===== config.mk =====
export PLATFORM = sky130hd
export DESIGN_NAME = gpio_port
export DESIGN_NICKNAME = d
export VERILOG_FILES = /design/src/rtl/gpio_port_pkg.sv /design/src/rtl/gpio_port_sync.sv /design/src/rtl/gpio_port_ctrl.sv /design/src/rtl/gpio_port_dp.sv /design/src/rtl/gpio_port.sv
export SDC_FILE = /design/constraint.sdc
export NUM_CORES = 1
export LEC_CHECK = 0
export ABC_AREA = 1
export BUFFER_PORTS_ARGS = -buffer_cell sky130_fd_sc_hd__buf_2
export CORE_AREA = 4 4 102 104
export CTS_BUF_LIST = sky130_fd_sc_hd__clkbuf_4
export DETAILED_ROUTE_END_ITERATION = 10
export DIE_AREA = 0 0 106 108
export GPL_TIMING_DRIVEN = 1
export SLEW_MARGIN = 20
export SYNTH_ARGS = -nofsm -noshare
export SYNTH_HDL_FRONTEND = slang
export SYNTH_SLANG_ARGS = --single-unit

===== constraint.sdc =====
create_clock -name clk -period 1.3 [get_ports clk]
set_input_delay 0.13 -clock clk [delete_from_list [all_inputs] [get_ports clk]]
set_output_delay 0.13 -clock clk [all_outputs]
set_load 0.01 [all_outputs]

===== src/rtl/gpio_port_pkg.sv =====
package gpio_port_pkg;

  localparam int OFF_DIR   = 0;
  localparam int OFF_DATA  = 1;
  localparam int OFF_PULL  = 2;
  localparam int OFF_CTRL  = 3;
  localparam int OFF_SENSE = 4;

  typedef enum logic [2:0] {
    RD_NONE,
    RD_DIR,
    RD_DATA,
    RD_PULL,
    RD_CTRL,
    RD_SENSE
  } readSel_t;

  typedef struct packed {
    logic     wrDir;
    logic     wrData;
    logic     wrPull;
    logic     wrCtrl;
    readSel_t rdSel;
  } ctrlStrobe_t;

endpackage


===== src/rtl/gpio_port_sync.sv =====
module gpio_port_sync #(
  parameter int WIDTH = 8
) (
  input  logic             clk,
  input  logic             rstN,
  input  logic [WIDTH-1:0] asyncIn,
  output logic [WIDTH-1:0] syncOut
);
  logic [WIDTH-1:0] stage1;

  always_ff @(posedge clk or negedge rstN) begin
    if (!rstN) begin
      stage1  <= '0;
      syncOut <= '0;
    end else begin
      stage1  <= asyncIn;
      syncOut <= stage1;
    end
  end
endmodule


===== src/rtl/gpio_port_ctrl.sv =====
module gpio_port_ctrl
  import gpio_port_pkg::*;
#(
  parameter int ADDR_W = 3
) (
  input  logic              wrEn,
  input  logic              rdEn,
  input  logic [ADDR_W-1:0] addr,
  output ctrlStrobe_t       stb
);
  always_comb begin
    stb       = '0;
    stb.rdSel = RD_NONE;
    if (wrEn) begin
      case (addr)
        ADDR_W'(OFF_DIR):  stb.wrDir  = 1'b1;
        ADDR_W'(OFF_DATA): stb.wrData = 1'b1;
        ADDR_W'(OFF_PULL): stb.wrPull = 1'b1;
        ADDR_W'(OFF_CTRL): stb.wrCtrl = 1'b1;
        default: ;
      endcase
    end
    if (rdEn) begin
      case (addr)
        ADDR_W'(OFF_DIR):   stb.rdSel = RD_DIR;
        ADDR_W'(OFF_DATA):  stb.rdSel = RD_DATA;
        ADDR_W'(OFF_PULL):  stb.rdSel = RD_PULL;
        ADDR_W'(OFF_CTRL):  stb.rdSel = RD_CTRL;
        ADDR_W'(OFF_SENSE): stb.rdSel = RD_SENSE;
        default:            stb.rdSel = RD_NONE;
      endcase
    end
  end
endmodule


===== src/rtl/gpio_port_dp.sv =====
module gpio_port_dp
  import gpio_port_pkg::*;
#(
  parameter int NUM_LINES = 16,
  parameter int GRP_SIZE  = 4,
  localparam int GROUPS   = NUM_LINES / GRP_SIZE
) (
  input  logic                 clk,
  input  logic                 rstN,
  input  ctrlStrobe_t          stb,
  input  logic [NUM_LINES-1:0] wrData,
  input  logic [NUM_LINES-1:0] pinSync,
  input  logic                 senseSync,
  input  logic [NUM_LINES-1:0] periphOe,
  input  logic [NUM_LINES-1:0] periphOut,
  input  logic                 busMode,
  input  logic [NUM_LINES-1:0] lockMask,
  output logic [NUM_LINES-1:0] padOe,
  output logic [NUM_LINES-1:0] padOut,
  output logic [NUM_LINES-1:0] pullEn,
  output logic [NUM_LINES-1:0] rdData,
  output logic [NUM_LINES-1:0] dirQ,
  output logic [NUM_LINES-1:0] latchQ
);
  logic [GROUPS-1:0]    pullQ;
  logic                 forceLatch;
  logic [NUM_LINES-1:0] wrMask;
  logic [GROUPS-1:0]    grpLocked;
  logic [NUM_LINES-1:0] dataView;

  // bus-owned lines refuse direction and latch writes
  assign wrMask = busMode ? ~lockMask : '1;

  always_ff @(posedge clk or negedge rstN) begin
    if (!rstN) begin
      dirQ       <= '0;
      latchQ     <= '0;
      pullQ      <= '0;
      forceLatch <= 1'b0;
    end else begin
      if (stb.wrDir)  dirQ   <= (dirQ & ~wrMask) | (wrData & wrMask);
      if (stb.wrData) latchQ <= (latchQ & ~wrMask) | (wrData & wrMask);
      if (stb.wrPull) pullQ  <= wrData[GROUPS-1:0];
      if (stb.wrCtrl) forceLatch <= wrData[0];
    end
  end

  // pad drive: peripheral override wins over the direction bit
  assign padOe  = dirQ | periphOe;
  assign padOut = (periphOe & periphOut) | (~periphOe & latchQ);

  for (genvar g = 0; g < GROUPS; g++) begin : g_grp
    assign grpLocked[g] = busMode & (|lockMask[g*GRP_SIZE +: GRP_SIZE]);
    for (genvar k = 0; k < GRP_SIZE; k++) begin : g_line
      localparam int IDX = g*GRP_SIZE + k;
      assign pullEn[IDX] = pullQ[g] & ~grpLocked[g] & ~padOe[IDX];
    end
  end

  assign dataView = forceLatch ? latchQ : ((dirQ & latchQ) | (~dirQ & pinSync));

  always_comb begin
    rdData = '0;
    case (stb.rdSel)
      RD_DIR:   rdData = dirQ;
      RD_DATA:  rdData = dataView;
      RD_PULL:  rdData = {{(NUM_LINES-GROUPS){1'b0}}, pullQ};
      RD_CTRL:  rdData = {{(NUM_LINES-1){1'b0}}, forceLatch};
      RD_SENSE: rdData = {{(NUM_LINES-1){1'b0}}, senseSync};
      default:  rdData = '0;
    endcase
  end
endmodule


===== src/rtl/gpio_port.sv =====
module gpio_port
  import gpio_port_pkg::*;
#(
  parameter int NUM_LINES = 16,
  parameter int ADDR_W    = 3
) (
  input  logic                 clk,
  input  logic                 rstN,
  input  logic [ADDR_W-1:0]    addr,
  input  logic                 wrEn,
  input  logic [NUM_LINES-1:0] wrData,
  input  logic                 rdEn,
  output logic [NUM_LINES-1:0] rdData,
  input  logic [NUM_LINES-1:0] pinIn,
  input  logic                 senseIn,
  input  logic [NUM_LINES-1:0] periphOe,
  input  logic [NUM_LINES-1:0] periphOut,
  input  logic                 busMode,
  input  logic [NUM_LINES-1:0] lockMask,
  output logic [NUM_LINES-1:0] padOe,
  output logic [NUM_LINES-1:0] padOut,
  output logic [NUM_LINES-1:0] pullEn
);
  ctrlStrobe_t          stb;
  logic [NUM_LINES:0]   syncAll;
  logic [NUM_LINES-1:0] dirQ;
  logic [NUM_LINES-1:0] latchQ;

  gpio_port_sync #(.WIDTH(NUM_LINES + 1)) i_sync (
    .clk(clk), .rstN(rstN),
    .asyncIn({senseIn, pinIn}),
    .syncOut(syncAll)
  );

  gpio_port_ctrl #(.ADDR_W(ADDR_W)) i_ctrl (
    .wrEn(wrEn), .rdEn(rdEn), .addr(addr), .stb(stb)
  );

  gpio_port_dp #(.NUM_LINES(NUM_LINES)) i_dp (
    .clk(clk), .rstN(rstN), .stb(stb), .wrData(wrData),
    .pinSync(syncAll[NUM_LINES-1:0]), .senseSync(syncAll[NUM_LINES]),
    .periphOe(periphOe), .periphOut(periphOut),
    .busMode(busMode), .lockMask(lockMask),
    .padOe(padOe), .padOut(padOut), .pullEn(pullEn),
    .rdData(rdData), .dirQ(dirQ), .latchQ(latchQ)
  );
endmodule


==> results.cfg <==
[grt]
grt_usage = 0.2016
grt_max_degree = 72
overflow = 0
grt_pass1_vias = 3845
antenna_found_initial = 0
grt_pass1_wl_mm = 18.13

[clock_network]
cts_inserted_buffers = 9
clock_latency_ps = 420
cts_root_buf = clkbuf_4
cts.sinks = 71
clockBufferDepth = 2
clkTransAtPathRegs_ps = 130
cts_tree = done
htreeDepth = 3

[floorplan]
dieArea_sq_um = 11450
die_y_um = 108
start_util = 0.3607
rows = 36
fp.dieW_um = 106
ioPinCount = 153
coreArea_sq_um = 9549

[yosys]
muxShareOfSynthArea = 0.003269
ys_types = 20
netlist_area_sq_um = 3445
synth_top_family_by_area = simple AND/OR/NAND/NOR gates
ys_seq_area_frac = 0.5158
yosys_warnings = 0
ys_ff_latch = 71
syn_nets = 528
avgSynthCellArea_sq_um = 7.846
synth_cells = 439
synth-simple-area-share = 0.2862
synth_compound_area_frac = 0.1162
synthAdderAreaFrac = 0
synth-xor-area-share = 0

[sta]
max_slew.worst_pin.slew_ps = 377.6
rsz0062_at_grt = yes
min_period_over_period = 1.300
final.setup.worst_slack_ps = -390.4
fmax_mhz = 591.6
slew_violations = 0
fin_tns_setup_ps = -10050
clock_skew_ps = 16.96
setup_viol = 49
hold_ws_ps = 51.54
hold_viol_final = 0
fin_crit_ps = 1690
relSlewSlack = 0.7482

[routing]
vias = 3751
wire_per_inst_um = 14.45
drtAntennaViolNets = 0
drc = 0
first_pass_iters = 4
drt_iter0_drc = 139
drt-total-wl_mm = 11.42
vias_per_cell = 4.748

[setup_path]
cpMostUsedCell = nand2_1
crit_cells = 7
crit_family = flip-flops
cp.arrival_ps = 1560
timing.rr.start = i_dp.forceLatch$_DFFE_PN0P_
worstPathCellList = buf_12, nor2_4, nand2_1, o21ai_0, nand2_1, o21ai_1, buf_2
ff2ff_setup_slack_ps = 420
critPathRequiredTime_ps = 1170
crit_path_end = rdData[5]
worst-r2r-cell-count = 3
worstSetupPathType = flip-flop to primary output
cp_max_fo = 6
end_kind = primary output
critical_path.max_stage_delay_ps = 470
worst-path-buf-inv = 2
slowest_stage = dfrtp_2
crit_start = i_dp.forceLatch$_DFFE_PN0P_
reg2reg_to = i_dp.forceLatch$_DFFE_PN0P_
cp-start-kind = flip-flop

[worst_hold_path]
worstHoldPathType = input pin to flip-flop

[placed_design]
routabilityCongestion = 0.8287
pre_cts_slack_ps = 2.913
dpl.hpwl_mm = 8.023
placed_cells = 729
portBuffers = 152

[status]
violations = setup timing
status = finished with violations

[cells_and_area]
drive_gt1_frac = 0.4140
nets = 741
final_cells = 790
diodes = 0
syn_to_final_growth_pct = 58.34

[power_and_ir_drop]
power_density_nw_per_um2 = 1144
leakagePower_nw = 2.792
ir_worst_vdd_mv = 0.5990
total_power_w = 0.006240

[flow_run]
maxCapViolations = 0
[kinds of logic after synthesis]
| logic type | Yosys count |
|---|---|
| AOI/OAI and AO/OA | 80 |
| buffers and inverters | 65 |
| DFF | 71 |
| muxes | 1 |
| and+or+nand+nor | 222 |
[worst register-to-register path, stage by stage, from the launching register on]
cell and delay (ps):
dfrtp_2 470, buf_6 160, nand2_1 60, o21ai_0 80
[layout by cell type, fill, tap and decap left out, types with 2 or more instances in the layout]
master	instances
inv_1	48
nor2_1	23
buf_6	21
o21ai_0	43
nand4_1	3
nor2_4	18
nand2_1	106
o21ai_1	28
o21ai_2	9
buf_4	22
buf_12	3
nor3_2	9
nand3_2	2
or2_4	16
dfrtp_1	67
nand3_4	2
dfrtp_2	4
clkbuf_4	9
nand2_2	4
clkinvlp_4	2
nand3_1	19
nor2_2	4
nor3_4	3
nor3_1	12
inv_2	7
buf_2	132
dlygate4sd3_1	34
[cell usage after synthesis]
| master | count | share of area |
|---|---|---|
| clkbuf_2 | 1 | 0.0015 |
| nand3_4 | 2 | 0.010 |
| nand4_1 | 3 | 0.0054 |
| nor2_1 | 42 | 0.046 |
| nand3_1 | 21 | 0.031 |
| mux2_2 | 1 | 0.0033 |
| nor3_1 | 24 | 0.035 |
| or2_2 | 16 | 0.029 |
| dfrtp_1 | 71 | 0.52 |
| nand2_1 | 110 | 0.12 |
| inv_2 | 1 | 0.0011 |
| buf_2 | 5 | 0.0073 |
| buf_4 | 3 | 0.0065 |
| inv_1 | 54 | 0.059 |
| o21ai_0 | 79 | 0.11 |
| nor2_2 | 1 | 0.0018 |
| nand3b_1 | 1 | 0.0022 |
| o21ai_1 | 1 | 0.0015 |
| nor2_4 | 2 | 0.0065 |
| buf_6 | 1 | 0.0033 |
[layer usage]
metal	vias to the layer above	GRT usage	part of all wire
li1	1842	-	-
met1	1740	0.2530	0.43
met2	150	0.3388	0.48
met3	19	0.04179	0.069
met4	0	0.08696	0.017
met5	-	0	0
[cell type report]
class	instances	area [sq um]
Tap cell	133	166.4
Timing Repair Buffer	212	1463
Clock buffer	9	67.56
Multi-Input combinational cell	303	1698
Clock inverter	7	71.32
Inverter	55	206.4
Sequential cell	71	1782
Fill cell	884	4095
[where the power goes]
group / switching (W) / internal (W) / total, W
logic: 0.00107 / 0.000981 / 0.00206
clock network: 0.000836 / 0.000586 / 0.00142
registers: 0.000245 / 0.00252 / 0.00276
total: 0.00215 / 0.00409 / 0.00624
[worst min path at each step]
stage | start | slack (ps) | cells past startpoint | end
finish | lockMask[7] | 50 | 4 | flip-flop
global placement | rstN | 170 | 2 | i_sync.syncOut[5]$_DFF_PN0_
detailed placement | rstN | 160 | 2 | async pin
global route | lockMask[7] | 50 | 4 | flip-flop
CTS | lockMask[7] | 20 | 4 | flip-flop
floorplan | rstN | -170 | 0 | async pin
[through the flow]
stage	instance area (sq um)	util
2_1_floorplan	3445	-
3_3_place_gp	4436	0.4645
3_5_place_dp	4436	0.4645
4_1_cts	5194	0.5439
5_1_grt	5454	0.5711
6_report	5454	0.5711
[what timing repair did]
| item | in CTS | in global routing |
|---|---|---|
| hold endpoints to repair | 122 | 0 |
| hold buffers | 34 | 0 |
| cloned | 0 | 1 |
| pin swaps | 26 | 29 |
| setup buffers | 8 | 2 |
| endpoints found under the setup margin | 49 | 62 |
| resized for setup | 56 | 100 |
Note: power is estimated with default switching activity, not from simulation.
